==> src/rtl/ovl_pkg.sv <==
package ovl_pkg;
  localparam int unsigned CH_W   = 8;
  localparam int unsigned RGB_W  = 3 * CH_W;
  localparam int unsigned LANES  = 4;
  localparam int unsigned WORD_W = LANES * CH_W;
  localparam int unsigned HALF_W = WORD_W / 2;

  localparam logic [3:0] FMT_RGB888 = 4'b0011;
  localparam logic [3:0] FMT_RGB565 = 4'b0101;

  typedef enum logic [1:0] {
    ASEL_PIX = 2'd0,
    ASEL_BLK = 2'd1,
    ASEL_MUL = 2'd2,
    ASEL_RSV = 2'd3
  } asel_e;

  // Packed so that a cast of the 11-bit control word lines up field by field.
  typedef struct packed {
    logic       rb_swap;   // [10]
    logic [1:0] swz;       // [9:8]
    logic [3:0] fmt;       // [7:4]
    asel_e      asel;      // [3:2]
    logic       key_en;    // [1]
    logic       layer_en;  // [0]
  } ctrl_t;

  localparam int unsigned CTRL_W = $bits(ctrl_t);
endpackage

==> src/rtl/ovl_rst_sync.sv <==
module ovl_rst_sync #(
  parameter int unsigned STAGES = 2
) (
  input  logic clk,
  input  logic rst_n,
  output logic srst_n
);
  logic [STAGES-1:0] sync_q;

  always_ff @(posedge clk or negedge rst_n) begin
    if (!rst_n) sync_q <= '0;
    else        sync_q <= {sync_q[STAGES-2:0], 1'b1};
  end

  assign srst_n = sync_q[STAGES-1];
endmodule

==> src/rtl/ovl_cfg_regs.sv <==
module ovl_cfg_regs
  import ovl_pkg::*;
(
  input  logic               clk,
  input  logic               rst_n,
  input  logic               cfg_we,
  input  logic [CTRL_W-1:0]  cfg_ctrl,
  input  logic [CH_W-1:0]    cfg_alpha,
  input  logic [RGB_W-1:0]   cfg_key,
  input  logic               upd_req,
  input  logic               frame_start,
  output ctrl_t              act_ctrl,
  output logic [CH_W-1:0]    act_alpha,
  output logic [RGB_W-1:0]   act_key,
  output logic               pending
);
  ctrl_t             sh_ctrl_q, sh_ctrl_n, act_ctrl_q, act_ctrl_n;
  logic [CH_W-1:0]   sh_alpha_q, sh_alpha_n, act_alpha_q, act_alpha_n;
  logic [RGB_W-1:0]  sh_key_q, sh_key_n, act_key_q, act_key_n;
  logic              pend_q, pend_n;
  logic              load;

  always_comb begin
    sh_ctrl_n  = sh_ctrl_q;
    sh_alpha_n = sh_alpha_q;
    sh_key_n   = sh_key_q;
    if (cfg_we) begin
      sh_ctrl_n  = ctrl_t'(cfg_ctrl);
      sh_alpha_n = cfg_alpha;
      sh_key_n   = cfg_key;
    end
    load        = pend_q & frame_start;
    act_ctrl_n  = load ? sh_ctrl_q  : act_ctrl_q;
    act_alpha_n = load ? sh_alpha_q : act_alpha_q;
    act_key_n   = load ? sh_key_q   : act_key_q;
    pend_n      = upd_req | (pend_q & ~frame_start);
  end

  always_ff @(posedge clk or negedge rst_n) begin
    if (!rst_n) begin
      sh_ctrl_q   <= '0;
      sh_alpha_q  <= '0;
      sh_key_q    <= '0;
      act_ctrl_q  <= '0;
      act_alpha_q <= '0;
      act_key_q   <= '0;
      pend_q      <= 1'b0;
    end else begin
      sh_ctrl_q   <= sh_ctrl_n;
      sh_alpha_q  <= sh_alpha_n;
      sh_key_q    <= sh_key_n;
      act_ctrl_q  <= act_ctrl_n;
      act_alpha_q <= act_alpha_n;
      act_key_q   <= act_key_n;
      pend_q      <= pend_n;
    end
  end

  assign act_ctrl  = act_ctrl_q;
  assign act_alpha = act_alpha_q;
  assign act_key   = act_key_q;
  assign pending   = pend_q;
endmodule

==> src/rtl/ovl_swizzle.sv <==
module ovl_swizzle #(
  parameter int unsigned LW = 8
) (
  input  logic [1:0]      mode,
  input  logic [4*LW-1:0] din,
  output logic [4*LW-1:0] dout
);
  // Every reorder is an XOR of the two lane-index bits.
  logic [1:0] xmask;

  always_comb begin
    case (mode)
      2'd1:    xmask = 2'b11;
      2'd2:    xmask = 2'b10;
      2'd3:    xmask = 2'b01;
      default: xmask = 2'b00;
    endcase
  end

  for (genvar i = 0; i < 4; i++) begin : g_lane
    logic [1:0] src;
    assign src = 2'(i) ^ xmask;
    assign dout[i*LW +: LW] = din[src*LW +: LW];
  end
endmodule

==> src/rtl/ovl_pix_decode.sv <==
module ovl_pix_decode
  import ovl_pkg::*;
(
  input  logic [WORD_W-1:0] word,
  input  logic              upper,
  input  ctrl_t             ctrl,
  input  logic [CH_W-1:0]   blk_alpha,
  input  logic [RGB_W-1:0]  key,
  output logic [RGB_W-1:0]  rgb,
  output logic [CH_W-1:0]   alpha,
  output logic              key_hit
);
  logic [HALF_W-1:0] hw;
  logic [CH_W-1:0]   r, g, b, pa, r_o, b_o;
  logic [2*CH_W-1:0] prod;
  logic [CH_W-1:0]   mul_a;

  always_comb begin
    hw = upper ? word[WORD_W-1:HALF_W] : word[HALF_W-1:0];
    if (ctrl.fmt == FMT_RGB565) begin
      r  = {hw[15:11], hw[15:13]};
      g  = {hw[10:5],  hw[10:9]};
      b  = {hw[4:0],   hw[4:2]};
      pa = '1;
    end else begin
      r  = word[3*CH_W-1:2*CH_W];
      g  = word[2*CH_W-1:CH_W];
      b  = word[CH_W-1:0];
      pa = word[WORD_W-1:3*CH_W];
    end
    r_o = ctrl.rb_swap ? b : r;
    b_o = ctrl.rb_swap ? r : b;
    rgb = {r_o, g, b_o};

    prod  = (2*CH_W)'(pa) * (2*CH_W)'(blk_alpha) + (2*CH_W)'(127);
    mul_a = CH_W'(prod / (2*CH_W)'(255));
    case (ctrl.asel)
      ASEL_BLK: alpha = blk_alpha;
      ASEL_MUL: alpha = mul_a;
      default:  alpha = pa;
    endcase

    key_hit = ctrl.key_en && (rgb == key);
  end
endmodule

==> src/rtl/ovl_pix_unpack.sv <==
module ovl_pix_unpack
  import ovl_pkg::*;
#(
  parameter int unsigned RST_STAGES = 2
) (
  input  logic              clk,
  input  logic              rst_n,
  input  logic              frame_start,
  input  logic              cfg_we,
  input  logic [10:0]       cfg_ctrl,
  input  logic [7:0]        cfg_alpha,
  input  logic [23:0]       cfg_key,
  input  logic              upd_req,
  output logic              upd_pending,
  input  logic              in_valid,
  output logic              in_ready,
  input  logic [31:0]       in_data,
  output logic              out_valid,
  input  logic              out_ready,
  output logic [23:0]       out_rgb,
  output logic [7:0]        out_alpha,
  output logic              out_key_hit
);
  logic              srst_n;
  ctrl_t             act_ctrl;
  logic [CH_W-1:0]   act_alpha;
  logic [RGB_W-1:0]  act_key;
  logic [WORD_W-1:0] word_q, swz_word;
  logic              vld_q, vld_n, half_q, half_n;
  logic              is565, last_pix, pop, accept, word_en;

  ovl_rst_sync #(.STAGES(RST_STAGES)) i_rst_sync (
    .clk    (clk),
    .rst_n  (rst_n),
    .srst_n (srst_n)
  );

  ovl_cfg_regs i_cfg_regs (
    .clk         (clk),
    .rst_n       (srst_n),
    .cfg_we      (cfg_we),
    .cfg_ctrl    (cfg_ctrl),
    .cfg_alpha   (cfg_alpha),
    .cfg_key     (cfg_key),
    .upd_req     (upd_req),
    .frame_start (frame_start),
    .act_ctrl    (act_ctrl),
    .act_alpha   (act_alpha),
    .act_key     (act_key),
    .pending     (upd_pending)
  );

  ovl_swizzle #(.LW(CH_W)) i_swizzle (
    .mode (act_ctrl.swz),
    .din  (word_q),
    .dout (swz_word)
  );

  ovl_pix_decode i_decode (
    .word      (swz_word),
    .upper     (half_q),
    .ctrl      (act_ctrl),
    .blk_alpha (act_alpha),
    .key       (act_key),
    .rgb       (out_rgb),
    .alpha     (out_alpha),
    .key_hit   (out_key_hit)
  );

  // Word holding stage and pixel sequencing
  always_comb begin
    is565     = (act_ctrl.fmt == FMT_RGB565);
    last_pix  = !is565 || half_q;
    out_valid = vld_q && act_ctrl.layer_en;
    pop       = out_valid && out_ready;
    in_ready  = !act_ctrl.layer_en || !vld_q || (pop && last_pix);
    accept    = in_valid && in_ready;
    word_en   = accept && act_ctrl.layer_en;

    vld_n  = vld_q;
    half_n = half_q;
    if (!act_ctrl.layer_en) begin
      vld_n  = 1'b0;
      half_n = 1'b0;
    end else begin
      if (pop) begin
        if (last_pix) begin
          vld_n  = 1'b0;
          half_n = 1'b0;
        end else begin
          half_n = 1'b1;
        end
      end
      if (word_en) begin
        vld_n  = 1'b1;
        half_n = 1'b0;
      end
    end
  end

  always_ff @(posedge clk or negedge srst_n) begin
    if (!srst_n) begin
      vld_q  <= 1'b0;
      half_q <= 1'b0;
    end else begin
      vld_q  <= vld_n;
      half_q <= half_n;
    end
  end

  always_ff @(posedge clk) begin
    if (word_en) word_q <= in_data;
  end
endmodule

==> config.mk <==
export PLATFORM = sky130hd
export DESIGN_NAME = ovl_pix_unpack
export DESIGN_NICKNAME = d
export VERILOG_FILES = /design/src/rtl/ovl_pkg.sv /design/src/rtl/ovl_rst_sync.sv /design/src/rtl/ovl_cfg_regs.sv /design/src/rtl/ovl_swizzle.sv /design/src/rtl/ovl_pix_decode.sv /design/src/rtl/ovl_pix_unpack.sv
export SDC_FILE = /design/constraint.sdc
export NUM_CORES = 1
export LEC_CHECK = 0
export CORE_MARGIN = 4
export CORE_UTILIZATION = 58
export DETAILED_ROUTE_END_ITERATION = 8
export PLACE_DENSITY = 0.82
export SKIP_CTS_REPAIR_TIMING = 1
export SYNTH_ARGS = -nofsm -noshare
export SYNTH_HDL_FRONTEND = slang
export SYNTH_SLANG_ARGS = --single-unit
export TNS_END_PERCENT = 100
==> constraint.sdc <==
create_clock -name clk -period 16.7 [get_ports clk]
set_input_delay 2.505 -clock clk [delete_from_list [all_inputs] [get_ports clk]]
set_output_delay 2.505 -clock clk [all_outputs]
set_load 0.02 [all_outputs]
# Yosys cells after proc, flatten, opt, wreduce, memory -nomap -nowiden
# Index checks and enable logic that the tools add are counted.
# classes
n_shift,4
div_mod_pow,1
reduce_logical,13
bitwise_logic,7
eq_ne,9
mul,1
muxes,17
add_sub_neg,1
# ops
op,n
32-bit by 6-bit indexed part select with 8-bit output,4
8-bit 2-to-1 mux,6
24-bit == test,1
16-bit by 7-bit adder with 16-bit output (second input constant),1
16-bit by 8-bit divider with 16-bit output (second input constant),1
8-bit by 8-bit multiplier with 16-bit output,1
16-bit 2-to-1 mux,1
8-bit case mux with 2 select lines,1
1-bit 2-to-1 mux,8
2-bit == test (second input constant),3
1-bit logical AND,6
3-bit != test (second input constant),2
2-bit case mux with 3 select lines,1
2-bit by 1-bit == test with 1-bit output (second input constant),2
4-bit by 3-bit == test with 1-bit output (second input constant),1
1-bit zero test,3
1-bit logical OR,3
1-bit inverter,3
1-bit AND,2
2-bit inverter,1
2-bit AND reduction,1
1-bit bitwise OR,1
# totals
word_cells,74
reg_bits,123
output_inout_bits,36

# Longest topological paths before layout
# depth
ltp_word,9
mapped_depth,48
depth_no_buf,41

# Cells and area by module
# A second synthesis with hierarchy kept.
# unflattened
cells_unflattened,1060
hier_area_um2,11095.6
# by_module_without_submodules
mod,instances,cells_each,area_per_inst_um2,seq_area_each_um2
ovl_pix_decode,1,733,5556.6,0.0
ovl_cfg_regs,1,185,3400.8,2177.1
ovl_pix_unpack,1,49,1109.8,1011.0
ovl_swizzle,1,90,974.7,0.0
ovl_rst_sync,1,3,53.8,50.0

# Least setup slack after synthesis
# OpenSTA, ideal clock, no wires.
# synth_timing
kind,register -> output
start,register i_cfg_regs.act_ctrl_q (netlist bit i_cfg_regs.act_ctrl[8])
end,output out_alpha[0]
stages_incl_launch_ff,44
setup_slack_ns,2.450
arrival_time_ns,11.745
t_required_ns,14.195
path_cell_list,dfrtp_1 -> ha_1 -> clkbuf_1 -> clkbuf_1 -> buf_1 -> mux2i_1 -> or2_2 -> clkbuf_1 -> and2_1 -> fa_1 -> fa_1 -> fa_1 -> inv_1 -> fa_1 -> inv_1 -> ha_1 -> buf_6 -> a21oi_4 -> [... 8 more ...] -> or2_2 -> o21a_1 -> o211a_4 -> o31ai_2 -> a21oi_1 -> or4_1 -> buf_2 -> a2111oi_2 -> xnor2_1 -> o41ai_4 -> xnor2_1 -> inv_1 -> ha_1 -> xor2_1 -> xnor2_1 -> nand4_1 -> a2bb2oi_1 -> o211ai_2
# synth_via
elab_chain_len,9
word_cells_on_any_way,11
classes_between,add/sub (1); mul (1); div (1); eq/ne (3); shift (1); mux (3); bitwise (1)
# synth_rtl
item,line,rtl
"start, declared",ovl_cfg_regs.sv:17,"ctrl_t sh_ctrl_q, sh_ctrl_n, act_ctrl_q, act_ctrl_n;"
"start signal, assigned",ovl_cfg_regs.sv:52,act_ctrl_q <= act_ctrl_n;
2-bit == test / 2-bit by 1-bit == test with 1-bit output (equally long branches),ovl_swizzle.sv:12,case (mode)
2-bit case mux with 3 select lines *,ovl_swizzle.sv:12,
2-bit inverter (no line) *,n/a,
32-bit by 6-bit indexed part select with 8-bit output *,ovl_swizzle.sv:23,assign dout[i*LW +: LW] = din[src*LW +: LW];
8-bit 2-to-1 mux *,ovl_pix_decode.sv:20,if (ctrl.fmt == FMT_RGB565) begin
8-bit by 8-bit multiplier with 16-bit output,ovl_pix_decode.sv:35,prod = (2*CH_W)'(pa) * (2*CH_W)'(blk_alpha) + (2*CH_W)'(127);
16-bit by 7-bit adder with 16-bit output,ovl_pix_decode.sv:35,
16-bit by 8-bit divider with 16-bit output,ovl_pix_decode.sv:36,mul_a = CH_W'(prod / (2*CH_W)'(255));
8-bit case mux with 2 select lines *,ovl_pix_decode.sv:37,case (ctrl.asel)
"end, declared",ovl_pix_unpack.sv:21,"output logic [7:0] out_alpha,"
# Every way passes the cells marked *; elsewhere a longest branch is shown, timed or not.

# Worst setup path after layout
# Ends and elaborated chain as after synthesis.

==> results.json <==
{
  "slew_headroom": 0.240,
  "port_buffers": 117,
  "grt_max_degree": 66,
  "dieArea_mm2": 0.0210,
  "grt-ovfl-total": 0,
  "wl_per_cell_um": 20.7,
  "clk_pin_slew_ns": 0.06,
  "cap_violations": 0,
  "io_pins": 118,
  "worst_pin_slew_ns": 1.14,
  "synth_edf_count": 32,
  "row_count": 49,
  "globalplace.congestion": 0.967,
  "worst_path_max_delay_cell": "a221oi_2",
  "tns_ns": 0,
  "grt_pass1_vias": 9156,
  "drt_pass1_iterations": 6,
  "fp.dieH_um": 145,
  "die_x_um": 145,
  "synth_area_mm2": 0.0109,
  "ys_types": 100,
  "rsz0062_at_grt": "false",
  "fin_worst_skew_ns": 0.00822,
  "via_count": 8775,
  "drv_slew": 0,
  "max_freq_ghz": 0.0631,
  "cp.required_ns": 14.20,
  "drive_above_1_share": 0.170,
  "setup_viol": 0,
  "synthCells": 1083,
  "clock_sinks": 123,
  "track_usage": 0.286,
  "synth_top_area_share": 0.210,
  "crit_path_start_kind": "flip-flop",
  "clk_latency_ns": 0.42,
  "seq_area_frac_synth": 0.298,
  "synth.avg_cell_area_um2": 10.0,
  "status": "finished, final reports clean",
  "cts_buffer_depth": 2,
  "core_mm2": 0.0182,
  "yosysWarnings": 0,
  "via_per_inst": 6.22,
  "final-hold-violation-count": 0,
  "drt_iter0_drc": 599,
  "yosysMostFrequentCell": "mux2_2",
  "hp-class": "flip-flop to asynchronous set/reset pin",
  "ys_top_cells_by_count": "mux2_2 (93), dfrtp_1 (91), mux2i_1 (87), nand2_1 (78), inv_1 (67)",
  "period_minus_slack_ns": 15.85,
  "diodes": 0,
  "synth_area_leaders": "dfrtp_1 (21%), mux2_2 (9.6%), edfxtp_1 (8.9%)",
  "critPathMaxFanout": 17,
  "worstSetupEndpointType": "output pin",
  "nNetsFinal": 1332,
  "cts_root_buffer": "clkbuf_16",
  "finalWirelength_mm": 29.1,
  "ys_ff_latch": 123,
  "ant_nets": 0,
  "synth_ff_type": "dfrtp_1",
  "hpwl_mm": 21.5,
  "syn_to_final_growth_pct": 17.4,
  "cp.arrival_ns": 13.34,
  "yosysTopAreaCell": "dfrtp_1",
  "period_share": 0.949,
  "htreeDepth": 4,
  "cts_made_buffers": 17,
  "drcViolationCount": 0,
  "synthArstFlopShare": 0.740,
  "crit_path_frequent_cell": "fa_1",
  "synth_fp_nets": 1247,
  "slowest_delay_ns": 0.72,
  "start_util": 0.596,
  "grt_pass1_wl_mm": 47.2,
  "cts_tree": "built",
  "crit_type": "flip-flop to output pin",
  "antenna_found_initial": 1
}
[worst paths after layout]
check,from,end,slack (ns),cells past startpoint
min in group clk,i_rst_sync.sync_q[0],i_rst_sync.sync_q[1],0.35,0
min reg2reg,i_rst_sync.sync_q[1],i_cfg_regs.pending,0.23,0
max in group asynchronous,rst_n,i_rst_sync.sync_q[1],14.31,1
max reg2reg,i_cfg_regs.act_ctrl[7],word_q[29],14.79,5
max,i_cfg_regs.act_ctrl[8],out_alpha[0],0.85,40
min,i_rst_sync.sync_q[1],i_cfg_regs.pending,0.23,0
[per-layer routing]
| metal | GRT usage | share of wire | vias up |
|---|---|---|---|
| met5 | 0 | 0.00045 | - |
| met4 | 0.104 | 0.035 | 2 |
| met3 | 0.0592 | 0.056 | 82 |
| met2 | 0.509 | 0.51 | 357 |
| met1 | 0.341 | 0.39 | 4247 |
| li1 | - | - | 4087 |
[sequential cells by signal, indices dropped and copies added, names as in the netlist]
| name | flops |
|---|---|
| i_cfg_regs.act_alpha | 8 |
| i_cfg_regs.sh_key_q | 24 |
| vld_q | 1 |
| i_cfg_regs.pending | 1 |
| i_cfg_regs.act_key | 24 |
| i_cfg_regs.sh_alpha_q | 8 |
| word_q | 32 |
| i_cfg_regs.act_ctrl | 11 |
| i_cfg_regs.sh_ctrl_q | 11 |
| half_q | 1 |
| i_rst_sync.sync_q | 2 |
[layout by cell type, fill, tap and decap left out, types with 16 or more instances in the layout]
cell type	netlist	routed
a21oi_1	47	46
and2_1	29	29
clkbuf_16	0	17
clkdlybuf4s50_1	0	116
dfrtp_1	91	90
edfxtp_1	32	32
fa_1	42	42
ha_1	40	39
inv_1	67	67
mux2_2	93	93
mux2i_1	87	87
nand2_1	78	77
nor2_1	57	56
nor2b_1	20	20
nor4_1	16	16
o21ai_0	31	31
xnor2_1	25	25
xor2_1	22	22
[cells by family (layout without fill, tap and decap cells)]
| family | count (synthesis) | count (layout) | share of synthesized area |
|---|---|---|---|
| compound gates | 214 | 214 | 0.149 |
| buf+inv | 128 | 226 | 0.0459 |
| simple gates | 295 | 295 | 0.145 |
| fa+ha+maj | 84 | 84 | 0.125 |
| other cells | 1 | 1 | 0.000345 |
| mux | 189 | 189 | 0.195 |
| flops | 123 | 123 | 0.298 |
| xor+xnor | 49 | 49 | 0.0415 |
[critical path, delay by kind of cell, from the launching register on]
family | cells | cell delay (ns)
AOI/OAI and AO/OA | 14 | 4.51
xor gates and xnor gates | 4 | 0.88
adders and majority gates | 7 | 2.99
buffers and inverters | 5 | 1.10
DFF | 1 | 0.40
muxes | 2 | 0.57
and+or+nand+nor | 8 | 2.48
[through the flow]
stage          utilization  cell area, um^2  hold slack (ns)  worst slack, ns  std cells
2_1_floorplan            -            10900            0.331             2.45       1083
3_3_place_gp         0.668            12200            0.230             1.51       1378
3_5_place_dp         0.668            12200            0.228             1.29       1378
4_1_cts              0.699            12700            0.238            0.769       1410
5_1_grt              0.700            12700            0.267           0.0668       1410
6_report             0.700            12700            0.227            0.854       1410
[layout make-up]
cell class / instances / area, um^2
timing repair buffer: 126 / 1230
clock buffer: 18 / 439
tap: 229 / 287
inverter: 68 / 255
multi-input combinational: 832 / 7150
sequential: 123 / 3240
fill: 1312 / 5470
clock inverter: 14 / 135
Power is left out: the tool's default activity adds up to more than one toggle a clock period on the data nets, which glitch-free logic cannot reach.
